## src/rtl/nonce_lfsr_pkg.sv

```systemverilog
package nonce_lfsr_pkg;

    localparam int unsigned NW = 16;
    localparam int unsigned CW = $clog2(NW);
    localparam logic [NW-1:0] SEED_FALLBACK = 16'hACE1;

    typedef logic [NW-1:0] word_t;

    typedef struct packed {
        logic shift;
        logic inject;
        logic inj_bit;
    } step_t;

    typedef enum logic {
        PK_IDLE = 1'b0,
        PK_RUN  = 1'b1
    } pk_phase_e;

    function automatic logic tap_parity(input word_t cells, input word_t taps);
        return ^(cells & taps);
    endfunction

    function automatic word_t sanitize_seed(input word_t s);
        return (s == '0) ? SEED_FALLBACK : s;
    endfunction

endpackage

```

## src/rtl/lfsr_core.sv

```systemverilog
module lfsr_core
    import nonce_lfsr_pkg::*;
(
    input  logic  clk,
    input  logic  rst,
    input  logic  load,
    input  word_t load_val,
    input  word_t taps,
    input  step_t step,
    output logic  out_bit
);
    word_t cells;
    logic  fb;

    always_comb begin
        fb = tap_parity(cells, taps) ^ (step.inject & step.inj_bit);
    end

    always_ff @(posedge clk) begin
        if (rst) begin
            cells <= SEED_FALLBACK;
        end else if (load) begin
            cells <= sanitize_seed(load_val);
        end else if (step.shift) begin
            cells <= {cells[NW-2:0], fb};
        end
    end

    assign out_bit = cells[NW-1];
endmodule

```

## src/rtl/noise_inject.sv

```systemverilog
module noise_inject
    import nonce_lfsr_pkg::*;
(
    input  logic  clk,
    input  logic  rst,
    input  logic  shift,
    input  logic  slot,
    input  logic  trn_bit,
    input  logic  trn_valid,
    output step_t step,
    output logic  underrun
);
    logic starve;

    always_comb begin
        step.shift   = shift;
        step.inject  = shift & slot;
        step.inj_bit = trn_bit & trn_valid;
        starve       = shift & slot & ~trn_valid;
    end

    always_ff @(posedge clk) begin
        if (rst) begin
            underrun <= 1'b0;
        end else if (starve) begin
            underrun <= 1'b1;
        end
    end
endmodule

```

## src/rtl/nonce_packer.sv

```systemverilog
module nonce_packer
    import nonce_lfsr_pkg::*;
(
    input  logic  clk,
    input  logic  rst,
    input  logic  req,
    input  logic  abort,
    input  logic  bit_in,
    output logic  shift,
    output logic  slot,
    output word_t nonce,
    output logic  valid
);
    pk_phase_e       phase;
    logic [CW-1:0]   cnt;
    word_t           gather;
    logic            last;

    always_comb begin
        shift = (phase == PK_RUN) && !abort;
        slot  = (cnt == '0);
        last  = (cnt == CW'(NW - 1));
    end

    always_ff @(posedge clk) begin
        if (rst) begin
            phase  <= PK_IDLE;
            cnt    <= '0;
            gather <= '0;
            nonce  <= '0;
            valid  <= 1'b0;
        end else begin
            valid <= 1'b0;
            if (abort) begin
                phase <= PK_IDLE;
                cnt   <= '0;
            end else if (phase == PK_RUN) begin
                gather <= {gather[NW-2:0], bit_in};
                if (last) begin
                    nonce <= {gather[NW-2:0], bit_in};
                    valid <= 1'b1;
                    phase <= PK_IDLE;
                    cnt   <= '0;
                end else begin
                    cnt <= cnt + 1'b1;
                end
            end else if (req) begin
                phase <= PK_RUN;
                cnt   <= '0;
            end
        end
    end
endmodule

```

## src/rtl/nonce_lfsr_gen.sv

```systemverilog
module nonce_lfsr_gen
    import nonce_lfsr_pkg::*;
(
    input  logic        clk,
    input  logic        rst,
    input  logic        seed_load,
    input  logic [15:0] seed_value,
    input  logic [15:0] tap_mask,
    input  logic        trn_bit,
    input  logic        trn_valid,
    input  logic        req,
    output logic [15:0] nonce_out,
    output logic        nonce_valid,
    output logic        underrun
);
    logic  shift;
    logic  slot;
    logic  out_bit;
    step_t step;

    nonce_packer u_pack (
        .clk    (clk),
        .rst    (rst),
        .req    (req),
        .abort  (seed_load),
        .bit_in (out_bit),
        .shift  (shift),
        .slot   (slot),
        .nonce  (nonce_out),
        .valid  (nonce_valid)
    );

    noise_inject u_inj (
        .clk       (clk),
        .rst       (rst),
        .shift     (shift),
        .slot      (slot),
        .trn_bit   (trn_bit),
        .trn_valid (trn_valid),
        .step      (step),
        .underrun  (underrun)
    );

    lfsr_core u_core (
        .clk      (clk),
        .rst      (rst),
        .load     (seed_load),
        .load_val (seed_value),
        .taps     (tap_mask),
        .step     (step),
        .out_bit  (out_bit)
    );
endmodule

```

## config.mk

```make
export PLATFORM = sky130hd
export DESIGN_NAME = nonce_lfsr_gen
export DESIGN_NICKNAME = d
export VERILOG_FILES = /design/src/rtl/nonce_lfsr_pkg.sv /design/src/rtl/lfsr_core.sv /design/src/rtl/noise_inject.sv /design/src/rtl/nonce_packer.sv /design/src/rtl/nonce_lfsr_gen.sv
export SDC_FILE = /design/constraint.sdc
export NUM_CORES = 1
export LEC_CHECK = 0
export CAP_MARGIN = 40
export CORE_MARGIN = 3
export CORE_UTILIZATION = 53
export DETAILED_ROUTE_END_ITERATION = 16
export GPL_TIMING_DRIVEN = 0
export PLACE_DENSITY = 0.83
export RECOVER_POWER = 100
export SLEW_MARGIN = 25
export SYNTH_ARGS = -nofsm -noshare
export SYNTH_HDL_FRONTEND = slang
export SYNTH_SLANG_ARGS = --single-unit
```

## constraint.sdc

```tcl
create_clock -name clk -period 2.8 [get_ports clk]
set_input_delay 0.56 -clock clk [delete_from_list [all_inputs] [get_ports clk]]
set_output_delay 0.56 -clock clk [all_outputs]
set_load 0.02 [all_outputs]
```

==> metrics.md, run 1 <==
| Metric | Value |
|---|---|
| Status | finished, final reports clean |
| HP Class | reg -> reg |
| Post-CTS Setup Bufs | 0 |
| CTS tree | built |
| Drt via density | 5.46 |
| Die Area | 5360 µm² |
| Worst path arrival time | 2.62 ns |
| Area growth from synthesis to layout | 29.8% |
| Power Density | 506 nW/µm² |
| Final Hold Vio Count | 0 |
| Share of cells above drive strength 1 | 5.87% |
| Startpoint types | input port |
| Reg2Reg Setup Slack | 0.55 ns |
| Setup violators final | 0 |
| Final nets | 397 |
| XOR/XNOR Fraction of Synth Area | 6.37% |
| DR WL/cell | 14.4 µm |
| H-tree depth | 2 |
| DP HPWL | 4.34 mm |
| Launching point of the worst reg2reg path | u_pack.phase |
| Max-cap violation count | 0 |
| Commonest non-fill, non-tap cells in the layout | nand2_1, dfxtp_1, a21oi_1, clkdlybuf4s50_1, nor2_1 |
| Initial drt markers | 157 |
| RR Endpoint | u_pack.gather[4] |
| Leakage Power | 1.13 nW |
| Hold path startpoint | u_pack.nonce[9] |
| Sequential-to-total area share from yosys stat | 45.1% |
| CP endpoint kind | flip-flop |
| # DRC | 0 |
| Resized cells post-CTS | 0 |
| Detail Route Antenna Nets | 0 |
| Largest net degree at the start of global routing | 19 |
| Crit share post-route | 86.3% |
| Vias in the first global route | 2113 |
| Core area | 4170 µm² |
| Site row count | 23 |
| Reg clk slew, reported paths | 0.10 ns |
| Effective utilization at floorplan | 57.4% |
| Hold buffer count at cts | 0 |
| Mapped Cells | 296 |
| Distinct cell type count after synthesis | 34 |
| Die Ht | 73.2 µm |
| Critical path class | in -> reg |
| Worst slew pin tran | 0.590 ns |
| RSZ-0062 raised after global routing | no |
| First-pass detailed-route iteration total | 4 |
| Synth Register Bits | 54 |
| Final worst slack | 0.385 ns |
| # diodes | 0 |
| Cts bufs inserted | 5 |
| Clock Path Buffers | 2 |
| Max FO, Critical Path | 9 |
| Worst vdd ir | 0.328 mV |
| Buffers on Ports | 54 |
| Initial antenna violation count | 0 |
| Total Neg Setup Slack | 0 ns |
| Syn Area/Cell | 8.09 µm² |
| Place WS | 0.187 ns |
| Clock period minus final worst setup slack | 2.42 ns |
| Design area | 3110 µm² |
| Max-slew headroom | 60.7% |
| Synthesized area | 2390 µm² |
| IO Pins | 56 |
| Main combinational cell family by area after synthesis | simple AND/OR/NAND/NOR gates |
| First-pass GRT wire length | 9.71 mm |
| Clock skew | 0.00497 ns |
| Count of warnings emitted by yosys | 0 |
| Post-synthesis compound-gate area fraction | 12.9% |
| Vias | 2226 |
| Worst Hold End | u_pack.nonce[9] |
| Die width | 73.2 µm |
| GP Congestion | 0.845 |
| Worst hold path cell count | 2 |
| Clk sinks | 54 |
| Cells on worst reg2reg path | 7 |
| Commonest non-fill, non-tap cell in the layout | nand2_1 |
| Post-DP Area | 3000 µm² |
| Post-Route WL | 5.87 mm |
| Root buffer cell | clkbuf_8 |
| Post-Syn Nets | 336 |
| Finished Core Util | 74.5% |
| Total Routing Usage GR | 22.9% |
| Post-Synth Simple-Gate Area | 23.6% |
| Req. time, crit path | 3.00 ns |
| F_max | 0.414 GHz |
| Mux cell area share after synthesis | 6.64% |
| Adder-cell share of the synthesized area | 1.04% |
| Clock Latency Late Sink | 0.31 ns |
| Pins Over Slew Limit | 0 |
| GR Overflow Total | 0 |
registers in the layout, summed over array words and instances, names as in the netlist:
register        flops
u_pack.nonce       16
u_inj.underrun      1
u_pack.gather      15
u_pack.phase        1
u_pack.cnt          4
u_pack.valid        1
u_core.cells       16
per-layer routing:
layer  part of all wire (%)  vias to the layer above  wire length [µm]  track usage, %
met4                    2.0                        0               116            7.99
li1                       -                     1111                 -               -
met2                     46                       77              2670            37.0
met3                    5.8                       12               341            3.58
met5                      0                        -                 0               0
met1                     47                     1026              2740            31.0
per-stage QoR:
step | power, mW | hold WS [ns] | cells
after floorplan | 0.952 | 0.432 | 296
after global placement | 1.03 | 0.443 | 400
after detailed placement | 1.04 | 0.446 | 400
after CTS | 1.58 | 0.461 | 408
after global routing | 1.62 | 0.473 | 408
final | 1.57 | 0.456 | 408
cells in the mapped netlist (all sizes together):
cell type	count	area, µm²
a21oi	45	225
a22o	1	8.76
a311o	1	10.0
a31oi	1	6.26
and3	1	6.26
buf	6	36.3
clkbuf	12	45.0
dfxtp	54	1080
ha	2	25.0
inv	6	22.5
mux2	7	78.8
mux2i	8	80.1
nand2	79	297
nand2b	8	50.1
nand3	2	15.0
nand3b	1	7.51
nand4	1	6.26
nor2	24	90.1
nor3	5	25.0
nor3b	1	7.51
nor4	5	31.3
nor4b	1	23.8
o21ai	1	5.00
o22ai	7	43.8
o41ai	1	8.76
or2	1	6.26
xnor2	10	95.1
xnor3	1	22.5
xor2	4	35.0
how the worst max path moves through the flow:
stage | end | from | slack (ns) | cells after the start
floorplan | u_core.cells[0] | seed_load | 0.92 | 7
global placement | u_pack.nonce[11] | seed_load | 0.21 | 8
detailed placement | u_pack.nonce[3] | seed_load | 0.19 | 8
CTS | u_pack.nonce[3] | seed_load | 0.51 | 8
global route | u_pack.nonce[3] | seed_load | 0.21 | 8
finish | u_core.cells[0] | seed_load | 0.38 | 8
cells by family (layout without fill, tap and decap cells):
family          after synthesis  count (layout)
simple gates                129             129
compound gates               57              57
flops                        54              54
buf+inv                      24              86
xor+xnor                     15              15
mux                          15              15
fa+ha+maj                     2               2
power by group:
part | switching (mW) | internal [mW]
clock network | 0.271 | 0.273
registers | 0.0149 | 0.785
logic | 0.102 | 0.126
total | 0.388 | 1.18
area by class of cell:
class	count	area, µm²
plain buffers	18	80.1
clock buffers	5	68.8
clock inverters	3	48.8
fillers	338	1060
inverters	6	22.5
multi-input cells	218	1200
flip-flops and latches	54	1080
well taps	50	62.6
repair buffers	54	541
worst max-delay path: stages:
cell and delay (ns):
dlygate4sd3_1 0.64, nand2b_1 0.19, buf_6 0.14, nor4b_4 0.27
nand3_1 0.19, xnor2_2 0.18, xnor2_1 0.14, a311o_1 0.31
Power figures use the tool's default switching activity.
==> run 2: changes to the inputs <==
--- a/config.mk
+++ b/config.mk
@@ -11,7 +11,6 @@
 export DETAILED_ROUTE_END_ITERATION = 16
 export GPL_TIMING_DRIVEN = 0
 export PLACE_DENSITY = 0.83
-export RECOVER_POWER = 100
 export SLEW_MARGIN = 25
 export SYNTH_ARGS = -nofsm -noshare
 export SYNTH_HDL_FRONTEND = slang
==> run 2 against run 1 <==
Via count stayed put; worst hold slack better by 0.0032 ns; clock skew is 0.0015 ns higher; non-clock buffer count stayed put; critical path depth stayed put; clock power hardly changed; final cell count stayed put; design area is 0.20% higher; sequential power hardly changed; routed wire length hardly changed; critical endpoint unchanged.
==> metrics.md, run 2 (synthesized netlist as in run 1, its figures left out) <==
| Metric | Value |
|---|---|
| Max-slew headroom | 62.4% (+1.7 points) |
| F_max | 0.437 GHz (+5.5%) |
| Clock Path Buffers | 2 (unchanged) |
| Core area | 4170 µm² (unchanged) |
| Initial drt markers | 142 (-9.6%) |
| Total Neg Setup Slack | 0 ns (unchanged) |
| Status | finished, final reports clean |
| Setup violators final | 0 (unchanged) |
| GP Congestion | 0.845 (unchanged) |
| WHS | 0.459 ns (+0.00321 ns) |
| Buffers on Ports | 54 (unchanged) |
| Worst vdd ir | 0.328 mV (about the same) |
| CP endpoint kind | flip-flop |
| Worst hold path cell count | 2 (unchanged) |
| RR Endpoint | u_pack.gather[4] |
| # diodes | 0 (unchanged) |
| Share of cells above drive strength 1 | 6.42% (+0.56 points) |
| Resized cells post-CTS | 0 (unchanged) |
| Initial antenna violation count | 0 (unchanged) |
| CTS tree | built |
| Critical path class | in -> reg |
| Worst slew pin tran | 0.564 ns (-0.0256 ns) |
| Launching point of the worst reg2reg path | u_pack.phase |
| Pins Over Slew Limit | 0 (unchanged) |
| HP Class | reg -> reg |
| Die Area | 5360 µm² (unchanged) |
| Cts bufs inserted | 5 (unchanged) |
| Effective utilization at floorplan | 57.4% (unchanged) |
| Cells on worst reg2reg path | 7 (unchanged) |
| Largest net degree at the start of global routing | 19 (unchanged) |
| RSZ-0062 raised after global routing | no |
| DR WL/cell | 14.4 µm (about the same) |
| Worst setup path end | u_core.cells[0] |
| Power Density | 505 nW/µm² (-0.13%) |
| Area growth from synthesis to layout | 30.1% |
| # DRC | 0 (unchanged) |
| Max FO, Critical Path | 9 (unchanged) |
| Clock Latency Late Sink | 0.31 ns (about the same) |
| Commonest non-fill, non-tap cells in the layout | nand2_1, clkdlybuf4s50_1, dfxtp_1, a21oi_1, nor2_1 |
| Final Hold Vio Count | 0 (unchanged) |
| Filler cells | 336 (-0.59%) |
| Reg clk slew, reported paths | 0.10 ns (about the same) |
| Vias | 2226 (unchanged) |
| Leakage Power | 1.07 nW (-5.4%) |
| Post-CTS Setup Bufs | 0 (unchanged) |
| Vias in the first global route | 2113 (unchanged) |
| Total Routing Usage GR | 22.9% (unchanged) |
| Worst path arrival time | 2.49 ns (-0.13 ns) |
| Worst setup path startpoint | seed_load |
| Startpoint types | input port |
| Post-Route WL | 5.87 mm (about the same) |
| DP HPWL | 4.34 mm (unchanged) |
| First-pass GRT wire length | 9.71 mm (unchanged) |
| Die width | 73.2 µm (unchanged) |
| Drt via density | 5.46 (unchanged) |
| Root buffer cell | clkbuf_8 |
| Largest registers | u_core.cells: 16 flops, u_pack.nonce: 16 flops, u_pack.gather: 15 flops |
| GR Overflow Total | 0 (unchanged) |
| Clock skew | 0.00645 ns (+0.00148 ns) |
| Clock period minus final worst setup slack | 2.29 ns (-0.126 ns) |
| Final nets | 397 (unchanged) |
| Hold buffer count at cts | 0 (unchanged) |
| Reg2Reg Setup Slack | 0.81 ns (+0.26 ns) |
| Crit share post-route | 81.8% (-4.5 points) |
| Commonest non-fill, non-tap cell in the layout | nand2_1 |
| Die Ht | 73.2 µm (unchanged) |
| Detail Route Antenna Nets | 0 (unchanged) |
| H-tree depth | 2 (unchanged) |
| First-pass detailed-route iteration total | 4 (unchanged) |
| Req. time, crit path | 3.00 ns (about the same) |
| Clk sinks | 54 (unchanged) |
| Max-cap violation count | 0 (unchanged) |
| IO Pins | 56 (unchanged) |
| Site row count | 23 (unchanged) |
-- run 2: worst min-delay path by stage --
stage	from	to	slack [ns]
after floorplan	u_pack.gather[14]	u_pack.nonce[15]	0.43
after global placement	u_pack.nonce[4]	u_pack.nonce[4]	0.44
after detailed placement	u_pack.nonce[4]	u_pack.nonce[4]	0.45
after CTS	u_pack.nonce[13]	u_pack.nonce[13]	0.46
after global routing	u_pack.nonce[13]	u_pack.nonce[13]	0.48
final	u_pack.nonce[4]	u_pack.nonce[4]	0.46
-- run 2: area by class of cell --
class | instances | area [µm²] | share of cell area, %
buffer | 18 | 81.3 | 2.61
clock buffer | 5 | 68.8 | 2.21
clock inverter | 3 | 48.8 | 1.57
inverter | 6 | 22.5 | 0.723
multi-input combinational | 218 | 1210 | 38.8
sequential | 54 | 1080 | 34.7
tap | 50 | 62.6 | 2.01
timing repair buffer | 54 | 541 | 17.3
-- run 2: per-layer routing --
layer / track usage [%] / part of all wire, %
met1: 31.0 / 46
met2: 37.0 / 46
met3: 3.58 / 6.6
met4: 7.99 / 2.0
met5: 0 / 0
-- run 2: power by group --
part           internal [mW]  switching, mW  total (mW)
clock                  0.273          0.271       0.544
sequential             0.785         0.0151       0.800
combinational          0.127          0.102       0.230
total                   1.18          0.389        1.57
-- run 2: metrics by stage --
step	area [µm²]	total power, mW	utilization (%)	std cells	worst slack (ns)
final	3120	1.57	74.7	408	0.510
after global routing	3120	1.62	74.7	408	0.282
after CTS	3120	1.58	74.7	408	0.505
after detailed placement	3000	1.04	71.8	400	0.187
after global placement	3000	1.03	71.8	400	0.211
after floorplan	2390	0.952	-	296	0.918
-- run 2: worst max-delay path, cell delays in order --
cell and delay, ns:
clkdlybuf4s50_1 0.53, nand2b_1 0.21, buf_6 0.14, nor4b_4 0.29, nand3_2 0.15, xnor2_2 0.16
xnor2_1 0.14, a311o_1 0.31
